**config.mk**
```make
export PLATFORM = sky130hd
export DESIGN_NAME = i2c_stretch_target
export DESIGN_NICKNAME = d
export VERILOG_FILES = /design/src/rtl/i2c_tgt_pkg.sv /design/src/rtl/i2c_line_sync.sv /design/src/rtl/i2c_regfile.sv /design/src/rtl/i2c_stretch_target.sv
export SDC_FILE = /design/constraint.sdc
export NUM_CORES = 1
export LEC_CHECK = 0
export BUFFER_PORTS_ARGS = -buffer_cell sky130_fd_sc_hd__buf_2
export CAP_MARGIN = 20
export CORE_ASPECT_RATIO = 0.6
export CORE_UTILIZATION = 35
export DETAILED_ROUTE_END_ITERATION = 10
export PLACE_DENSITY = 0.49
export SLEW_MARGIN = 0
export SYNTH_ARGS = -nofsm -noshare
export SYNTH_HDL_FRONTEND = slang
export SYNTH_SLANG_ARGS = --single-unit
```
**constraint.sdc**
```tcl
create_clock -name clk -period 3 [get_ports clk]
set_input_delay 0.3 -clock clk [delete_from_list [all_inputs] [get_ports clk]]
set_output_delay 0.3 -clock clk [all_outputs]
set_load 0.05 [all_outputs]
```
**src/rtl/i2c_tgt_pkg.sv**
```systemverilog
package i2c_tgt_pkg;
  typedef enum logic [3:0] {
    S_IDLE,
    S_ADDR,
    S_STALL,
    S_ACKSET,
    S_ACK,
    S_WRX,
    S_TX,
    S_TXACK,
    S_SKIP
  } tgt_state_e;
endpackage

```
**src/rtl/i2c_line_sync.sv**
```systemverilog
module i2c_line_sync #(
  parameter int STAGES = 2
) (
  input  logic clk,
  input  logic rst_n,
  input  logic line_i,
  output logic level,
  output logic rise,
  output logic fall
);
  // idle bus is high, so reset to ones to avoid spurious edges
  logic [STAGES:0] sh;

  always_ff @(posedge clk or negedge rst_n) begin
    if (!rst_n) sh <= '1;
    else        sh <= {sh[STAGES-1:0], line_i};
  end

  assign level = sh[STAGES-1];
  assign rise  = sh[STAGES-1] & ~sh[STAGES];
  assign fall  = ~sh[STAGES-1] & sh[STAGES];
endmodule

```
**src/rtl/i2c_regfile.sv**
```systemverilog
module i2c_regfile #(
  parameter int         NREGS      = 8,
  parameter int         DW         = 8,
  parameter logic [6:0] RESET_ADDR = 7'h4B,
  localparam int        PW         = $clog2(NREGS)
) (
  input  logic          clk,
  input  logic          rst_n,
  input  logic          we,
  input  logic [PW-1:0] waddr,
  input  logic [DW-1:0] wdata,
  input  logic [PW-1:0] raddr,
  output logic [DW-1:0] rdata,
  output logic [6:0]    own_addr
);
  logic [DW-1:0] mem [NREGS];

  always_ff @(posedge clk or negedge rst_n) begin
    if (!rst_n) begin
      for (int i = 0; i < NREGS; i++) mem[i] <= '0;
      mem[0] <= DW'(RESET_ADDR);
    end else if (we) begin
      mem[waddr] <= wdata;
    end
  end

  assign rdata    = mem[raddr];
  assign own_addr = mem[0][6:0];
endmodule

```
**src/rtl/i2c_stretch_target.sv**
```systemverilog
module i2c_stretch_target
  import i2c_tgt_pkg::*;
#(
  parameter int         NREGS       = 8,
  parameter int         SYNC_STAGES = 2,
  parameter logic [6:0] RESET_ADDR  = 7'h4B
) (
  input  logic       clk,
  input  logic       rst_n,
  input  logic       scl_i,
  input  logic       sda_i,
  output logic       scl_oe,
  output logic       sda_oe,
  output logic       rx_valid,
  output logic [7:0] rx_data,
  output logic       rx_is_addr,
  input  logic       byte_done
);
  localparam int PW = $clog2(NREGS);

  logic scl_s, scl_r, scl_f, sda_s, sda_r, sda_f;
  logic start_det, stop_det;

  i2c_line_sync #(.STAGES(SYNC_STAGES)) u_scl_sync (
    .clk(clk), .rst_n(rst_n), .line_i(scl_i),
    .level(scl_s), .rise(scl_r), .fall(scl_f));

  i2c_line_sync #(.STAGES(SYNC_STAGES)) u_sda_sync (
    .clk(clk), .rst_n(rst_n), .line_i(sda_i),
    .level(sda_s), .rise(sda_r), .fall(sda_f));

  assign start_det = scl_s & sda_f;
  assign stop_det  = scl_s & sda_r;

  tgt_state_e    state;
  logic [3:0]    bit_cnt;
  logic [7:0]    shreg;
  logic          is_addr, first_data, rd_dir, ctl_nak;
  logic [PW-1:0] ptr;
  logic          scl_oe_q, sda_oe_q;
  logic          rf_we;
  logic [7:0]    rf_rdata;
  logic [6:0]    own_addr;
  logic          done_ok;

  assign done_ok = (state == S_STALL) && byte_done;
  assign rf_we   = done_ok && !is_addr && !first_data;

  i2c_regfile #(.NREGS(NREGS), .DW(8), .RESET_ADDR(RESET_ADDR)) u_regs (
    .clk(clk), .rst_n(rst_n), .we(rf_we), .waddr(ptr), .wdata(shreg),
    .raddr(ptr), .rdata(rf_rdata), .own_addr(own_addr));

  always_ff @(posedge clk or negedge rst_n) begin
    if (!rst_n) begin
      state      <= S_IDLE;
      bit_cnt    <= '0;
      shreg      <= '0;
      is_addr    <= 1'b0;
      first_data <= 1'b0;
      rd_dir     <= 1'b0;
      ctl_nak    <= 1'b0;
      ptr        <= '0;
      scl_oe_q   <= 1'b0;
      sda_oe_q   <= 1'b0;
    end else if (start_det) begin
      state    <= S_ADDR;
      bit_cnt  <= '0;
      scl_oe_q <= 1'b0;
      sda_oe_q <= 1'b0;
    end else if (stop_det) begin
      state    <= S_IDLE;
      bit_cnt  <= '0;
      scl_oe_q <= 1'b0;
      sda_oe_q <= 1'b0;
    end else begin
      case (state)
        S_IDLE, S_SKIP: ;
        S_ADDR, S_WRX: begin
          if (scl_r && bit_cnt < 4'd8) begin
            shreg   <= {shreg[6:0], sda_s};
            bit_cnt <= bit_cnt + 4'd1;
          end else if (scl_f && bit_cnt == 4'd8) begin
            if (state == S_ADDR && shreg[7:1] != own_addr) begin
              state <= S_SKIP;
            end else begin
              scl_oe_q <= 1'b1;
              is_addr  <= (state == S_ADDR);
              if (state == S_ADDR) rd_dir <= shreg[0];
              state    <= S_STALL;
            end
          end
        end
        S_STALL: begin
          if (byte_done) begin
            sda_oe_q <= 1'b1;
            if (is_addr) begin
              first_data <= 1'b1;
            end else if (first_data) begin
              ptr        <= shreg[PW-1:0];
              first_data <= 1'b0;
            end else begin
              ptr <= ptr + 1'b1;
            end
            state <= S_ACKSET;
          end
        end
        S_ACKSET: begin
          scl_oe_q <= 1'b0;
          state    <= S_ACK;
        end
        S_ACK: begin
          if (scl_f) begin
            bit_cnt <= '0;
            if (is_addr && rd_dir) begin
              shreg    <= rf_rdata;
              sda_oe_q <= ~rf_rdata[7];
              state    <= S_TX;
            end else begin
              sda_oe_q <= 1'b0;
              state    <= S_WRX;
            end
          end
        end
        S_TX: begin
          if (scl_r) begin
            bit_cnt <= bit_cnt + 4'd1;
          end else if (scl_f) begin
            if (bit_cnt == 4'd8) begin
              sda_oe_q <= 1'b0;
              ptr      <= ptr + 1'b1;
              state    <= S_TXACK;
            end else begin
              shreg    <= {shreg[6:0], 1'b0};
              sda_oe_q <= ~shreg[6];
            end
          end
        end
        S_TXACK: begin
          if (scl_r) begin
            ctl_nak <= sda_s;
          end else if (scl_f) begin
            if (ctl_nak) begin
              state <= S_SKIP;
            end else begin
              bit_cnt  <= '0;
              shreg    <= rf_rdata;
              sda_oe_q <= ~rf_rdata[7];
              state    <= S_TX;
            end
          end
        end
        default: state <= S_IDLE;
      endcase
    end
  end

  assign scl_oe     = scl_oe_q;
  assign sda_oe     = sda_oe_q;
  assign rx_valid   = (state == S_STALL);
  assign rx_data    = shreg;
  assign rx_is_addr = is_addr;


  stall_hold_chk: assert property (@(posedge clk) disable iff (!rst_n)
    rx_valid |-> scl_oe);


  ack_before_release_chk: assert property (@(posedge clk) disable iff (!rst_n)
    (rx_valid && byte_done) |=> (sda_oe && scl_oe));


  release_after_done_chk: assert property (@(posedge clk) disable iff (!rst_n)
    (rx_valid && byte_done) |=> ##1 !scl_oe);


  sda_pull_scl_low_chk: assert property (@(posedge clk) disable iff (!rst_n)
    $rose(sda_oe) |-> !scl_s);


  skip_quiet_chk: assert property (@(posedge clk) disable iff (!rst_n)
    (state == S_SKIP) |-> (!scl_oe && !sda_oe));


  start_resets_chk: assert property (@(posedge clk) disable iff (!rst_n)
    start_det |=> (state == S_ADDR && !scl_oe && !sda_oe));
endmodule

```
Word level (Yosys, flattened, before mapping). Cells that the tools add are included.

Register bits after elaboration: 95. Output and inout bits: 12. Logic and storage cells: 172.

Add/sub/neg operators: 2. Order comparisons: 3. Equal/unequal tests: 36. Muxes and demuxes: 66. Bitwise logic cells: 17. Reduce and logical (&&, ||, !) cells: 28.

Operator list (number): 8-bit 2-to-1 mux (12); 4-bit 2-to-1 mux (21); 64-bit bitwise mux (1); 4-bit inequality test, second input constant (12); 8-bit one-hot mux with 4 select lines (1); 4-bit one-hot mux with 7 select lines (1); 8-bit binary-select mux with 3-bit select (1); 8-bit demux with 3-bit select (1); 2-bit inequality test, second input constant (11); 3-bit 2-to-1 mux (6); 1-bit 2-to-1 mux (17); 4-bit by 3-bit equality test with 1-bit output, second input constant (4); 4-bit one-hot mux with 4 select lines (1); 8-bit AND reduction (2); 7-bit AND reduction (2); 12-bit AND reduction (1); 4-bit AND reduction (3); 6-bit nonzero test (2); 1-bit NOT (10); 10-bit AND reduction (1); 4-bit by 2-bit equality test with 1-bit output, second input constant (2); 4-bit equality test, second input constant (2); 1-bit logical AND (8); 4-bit nonzero test (2); other kinds (21) (28).

Depth between registers and ports, before layout.
Depth after elaboration: 11. Gate-level depth with buffers: 9. Mapped depth without buffers: 8.

Hierarchy. A second synthesis with hierarchy kept.

Cells, all modules: 394. Area total of the unflattened synthesis: 5061.1 µm².

Modules (own cells, without submodules): i2c_regfile (times used 1, cells an instance 179, area each 3050.4 µm², sequential area each 1606.5 µm²); i2c_stretch_target (times used 1, cells an instance 205, area each 1823.0 µm², sequential area each 625.6 µm²); i2c_line_sync (times used 2, cells an instance 5, area each 93.8 µm², sequential area each 78.8 µm²).

Worst setup path before layout. Ideal clock, no wire load.

Kind: reg-to-output. Start point: reg state[2]. End point: out rx_valid. Arrival: 1809 ps. Data required time: 2700 ps. Path slack: 891 ps. Cell stages (with the launch flop): 4. Cells stage by stage: dfrtp_1 buf_2 buf_1 nor3_1.

Cells in the longest elaborated chain, start to end: 1.

Ends and longest elaborated chain: from (decl) (RTL line i2c_stretch_target.sv:35) `tgt_state_e state;`; from (signal assigned) (RTL line i2c_stretch_target.sv:55) `state <= S_IDLE;`; from (signal assigned) (RTL line i2c_stretch_target.sv:66) `state <= S_ADDR;`; from (signal assigned) (RTL line i2c_stretch_target.sv:71) `state <= S_IDLE;`; 4-bit by 2-bit equality test with 1-bit output (RTL line i2c_stretch_target.sv:159) `assign rx_valid = (state == S_STALL);`; to (decl) (RTL line i2c_stretch_target.sv:14) `output logic rx_valid,`.

Every way passes these cells.

Final worst setup path.
Start point: reg state[2]. End point: reg state[0].

Cells in the longest elaborated chain, start to end: 5.

Ends and longest elaborated chain: 4-bit by 1-bit equality test with 1-bit output (tied with other cells) (RTL line i2c_stretch_target.sv:76) `case (state)`; 2-bit OR reduction (RTL line i2c_stretch_target.sv:76); 4-bit one-hot mux with 7 select lines (RTL line i2c_stretch_target.sv:76); 4-bit 2-to-1 mux (RTL line i2c_stretch_target.sv:70) `end else if (stop_det) begin`; 4-bit 2-to-1 mux (RTL line i2c_stretch_target.sv:65) `end else if (start_det) begin`.

Several ways; a longest one is shown, not always the timed one. A chain may end at the register's enable or synchronous reset.

==> key figures <==
Route
  – DR DRC count: 0
  – Routed length per instance: 21.2 um
  – Antenna violation net count after detailed routing: 0
  – Total wire length: about 13000 um
  – Number of DRC markers in iteration 0: 393
  – Vias per cell: 5.67
  – Via Count: between 3000 and 4000
  – Detailed-router iteration count before antenna repair: 5

Global route
  – Global-route congestion overflow total: 0
  – Vias in the first global route: ~3400
  – Largest net degree at the start of global routing: 50
  – Global-route wire length before repair: 20900 um
  – Number of antenna violations at the first check in global routing: 0
  – Total routing usage reported by global routing: 0.198

CTS
  – Total of hold buffers inserted after clock tree synthesis: 0
  – Sink count of the clock tree: 95
  – Library cell used as clock root buffer: sky130_fd_sc_hd__clkbuf_16
  – Reg clk slew, reported paths: around 0.070 ns
  – Clock latency at the later pin of the worst-skew pair: 0.34 ns
  – Buffers inserted during post-CTS setup optimization: 0
  – Number of buffers added by the clock tree synthesis step: 9
  – TritonCTS clock tree: yes
  – Buffer depth of the longest clock path: 2
  – CTS H-tree lvls: 3
  – Count of instances resized after the clock tree is built: 0

Timing
  – Transition time of the tightest slew-check pin: 0.682 ns
  – Highest clock frequency the design can meet: slightly below 400 MHz
  – Finish-stage setup viols: 0
  – Hold Fails Final Rpt: 1
  – Final period utilization: 0.855
  – Slew Limit Headroom: 0.545
  – Unrepaired setup endpoints after global routing: no
  – Final worst path period need: approximately 2.6 ns
  – Hold WS: -0.00246 ns
  – Worst setup skew after layout: 0.00788 ns
  – Sum Neg Setup Slack: 0 ns
  – Max-slew violation count: 0

Synthesis
  – Syn_nets: 437
  – FF+latch count, synth: 95
  – Post-synth EDFFs: 0
  – Share of flip-flops with an asynchronous set or reset: 1.00
  – Mean instance size in the synthesized netlist: 11.3 um2
  – Netlist cell types: 58
  – Main synth FF type: sky130_fd_sc_hd__dfrtp_1
  – Sequential-to-total area share from yosys stat: 0.492
  – Cell area after synthesis: 4860 um2
  – Syn Inst Count: 429
  – Count of synthesis-stage warnings from yosys: 0

Worst hold path
  – Worst min-delay path class: primary input to async pin

Critical path
  – Slack of the worst reg-to-reg path: 0.44 ns
  – Critical path data required time: 3.23 ns
  – Endpoint of the most critical register-to-register path: state[0]
  – Largest fanout on the critical path: 20
  – Largest stage delay, worst path: 0.73 ns
  – Reg2reg path depth: 6
  – Critical Path Sink Type: flop
  – Worst path cell trace: inv_1, nor2_1, a22oi_1, o22ai_2, mux2_2, a22o_1
  – Startpoint Class: flop
  – Path type of the worst setup path: flop to flop
  – Kind of cell adding the most delay to the critical path: compound AO/OA/AOI/OAI gates
  – Worst path bufs/invs: 1
  – Critical Path Slowest Stage Cell: sky130_fd_sc_hd__dfrtp_1
  – Startpoint of the worst register-to-register path: state[2]
  – Data arrival at the endpoint of the critical path: 2.79 ns

Place
  – Inst Count DP: roughly 610
  – HPWL after detailed placement: 9320 um
  – Final GP Congestion: 0.926
  – Total of buffers placed on input and output ports: 16

Run status
  – Violations in the final reports: negative hold slack
  – Result of the run: complete, but fails checks

Die
  – Die W: 154 um
  – Initial core utilization: 0.369
  – Placeable core area: 13200 um2
  – Vertical die dimension: 93.3 um
  – Top-level I/O count: 17
  – Total number of placement rows: 32
  – Overall die area: 14400 um2

Final layout
  – Fill cell total of the finished layout: 1275
  – Most common library cell in the layout ignoring fill and taps: sky130_fd_sc_hd__dfrtp_1
  – Ant diodes: 0
  – Synthesis-to-layout area growth: 13.0%
  – Area occupied by registers: 2390 um2
  – Total area of multi-input combinational cells: 2330 um2
  – Post-layout nets: 454
  – Fraction of layout instances using a drive strength above 1: 0.348
  – Leading cell types in the layout, fill and taps excluded: 85 x sky130_fd_sc_hd__dfrtp_1, 80 x sky130_fd_sc_hd__mux2_2, 23 x sky130_fd_sc_hd__nor2_1, 22 x sky130_fd_sc_hd__o21ai_0, 21 x sky130_fd_sc_hd__nand2_1
  – Post-route non-filler standard cell count: around 620

Job
  – Maximum Capacitance Violations: 0

Pwr
  – Static power due to leakage: 2.46 nW
  – Maximum vdd drop: 0.389 mV
  – Power density over the cells: 768 nW/um2
-- state kept, by name (all words and copies together) (netlist names) --
name,count
rd_dir,1
sda_oe,1
scl_oe,1
u_regs.own_addr,7
bit_cnt,4
state,4
rx_data,8
first_data,1
u_scl_sync.sh,3
rx_is_addr,1
ctl_nak,1
u_regs.mem,57
u_sda_sync.sh,3
ptr,3
-- how the worst max path moves through the flow --
stage,startpoint,end,slack [ns],cells past startpoint
floorplan,state[2],rx_valid,0.89,3
global route,state[2],u_regs.mem[10],0.29,6
finish,state[2],state[0],0.44,6
CTS,state[2],u_regs.mem[10],0.50,6
global placement,state[2],u_regs.mem[9],0.56,6
detailed placement,state[2],u_regs.mem[10],0.51,6
-- kinds of logic (layout without fill, tap and decap cells) --
kind of cell	after synthesis	count (layout)	share of synthesized area
DFF	95	95	0.492
muxes	89	89	0.209
buffers and inverters	34	56	0.0288
and+or+nand+nor	109	109	0.124
AOI/OAI and AO/OA	91	91	0.125
adders and majority gates	3	3	0.00772
xor gates and xnor gates	8	8	0.0144
-- Yosys cell counts (2+ instances only) --
cell type,number,area [um2]
sky130_fd_sc_hd__a31oi_1,4,25.0
sky130_fd_sc_hd__and2_1,3,18.8
sky130_fd_sc_hd__a22oi_1,10,75.1
sky130_fd_sc_hd__nor4_1,2,12.5
sky130_fd_sc_hd__nor2_1,23,86.3
sky130_fd_sc_hd__a221oi_1,8,70.1
sky130_fd_sc_hd__ha_1,3,37.5
sky130_fd_sc_hd__a311oi_1,2,17.5
sky130_fd_sc_hd__buf_2,9,45.0
sky130_fd_sc_hd__and3_1,3,18.8
sky130_fd_sc_hd__a211oi_1,5,37.5
sky130_fd_sc_hd__or2_2,2,12.5
sky130_fd_sc_hd__or3_1,2,12.5
sky130_fd_sc_hd__xnor2_1,4,35.0
sky130_fd_sc_hd__nand3_1,9,45.0
sky130_fd_sc_hd__a21o_1,4,30.0
sky130_fd_sc_hd__dfrtp_1,85,2130
sky130_fd_sc_hd__nor2_2,6,37.5
sky130_fd_sc_hd__o22ai_1,2,12.5
sky130_fd_sc_hd__clkbuf_1,15,56.3
sky130_fd_sc_hd__a21oi_1,20,100
sky130_fd_sc_hd__mux2_2,80,901
sky130_fd_sc_hd__mux2i_1,7,70.1
sky130_fd_sc_hd__nor3_2,2,20.0
sky130_fd_sc_hd__dfstp_2,10,263
sky130_fd_sc_hd__mux4_2,2,45.0
sky130_fd_sc_hd__nor3_4,2,32.5
sky130_fd_sc_hd__nor3b_1,5,37.5
sky130_fd_sc_hd__nand2b_1,8,50.1
sky130_fd_sc_hd__nand2_1,21,78.8
sky130_fd_sc_hd__inv_1,7,26.3
sky130_fd_sc_hd__xor2_1,4,35.0
sky130_fd_sc_hd__o21ai_0,22,110
sky130_fd_sc_hd__nor3_1,4,20.0
sky130_fd_sc_hd__nor2b_1,9,56.3
sky130_fd_sc_hd__nand4_1,2,12.5
sky130_fd_sc_hd__buf_1,2,7.51
-- cell type report --
cell class | count | area share
flip-flops and latches | 95 | 0.435
multi-input cells | 300 | 0.424
clock buffers | 11 | 0.0442
repair buffers | 33 | 0.0428
well taps | 170 | 0.0387
clock inverters | 5 | 0.0103
inverters | 7 | 0.00478
-- where the power goes --
group	internal, mW	switching [mW]	total [mW]	leakage, nW
sequential	1.41	0.195	1.61	1.27
clock	0.670	0.497	1.17	0.146
combinational	0.532	0.912	1.44	1.05
-- stage by stage --
| stage | instance area (um2) | total power [mW] | hold slack, ns | worst slack, ns | util |
|---|---|---|---|---|---|
| floorplan | 4860 | 2.54 | 0.00441 | 0.891 | - |
| global placement | 5190 | 3.04 | 0.349 | 0.560 | 0.394 |
| detailed placement | 5190 | 3.05 | 0.349 | 0.512 | 0.394 |
| CTS | 5490 | 4.23 | 0.0230 | 0.496 | 0.417 |
| global route | 5490 | 4.44 | 0.0384 | 0.287 | 0.417 |
| finish | 5490 | 4.22 | -0.00246 | 0.436 | 0.417 |
-- metal layers --
| layer | vias up | global-route usage | wire (um) |
|---|---|---|---|
| li1 | 1605 | - | - |
| met1 | 1806 | 0.337 | 7510 |
| met2 | 97 | 0.237 | 4800 |
| met3 | 16 | 0.0500 | 760 |
| met4 | 0 | 0.0317 | 94 |
| met5 | - | 0 | 0 |
Power figures use the tool's default switching activity.
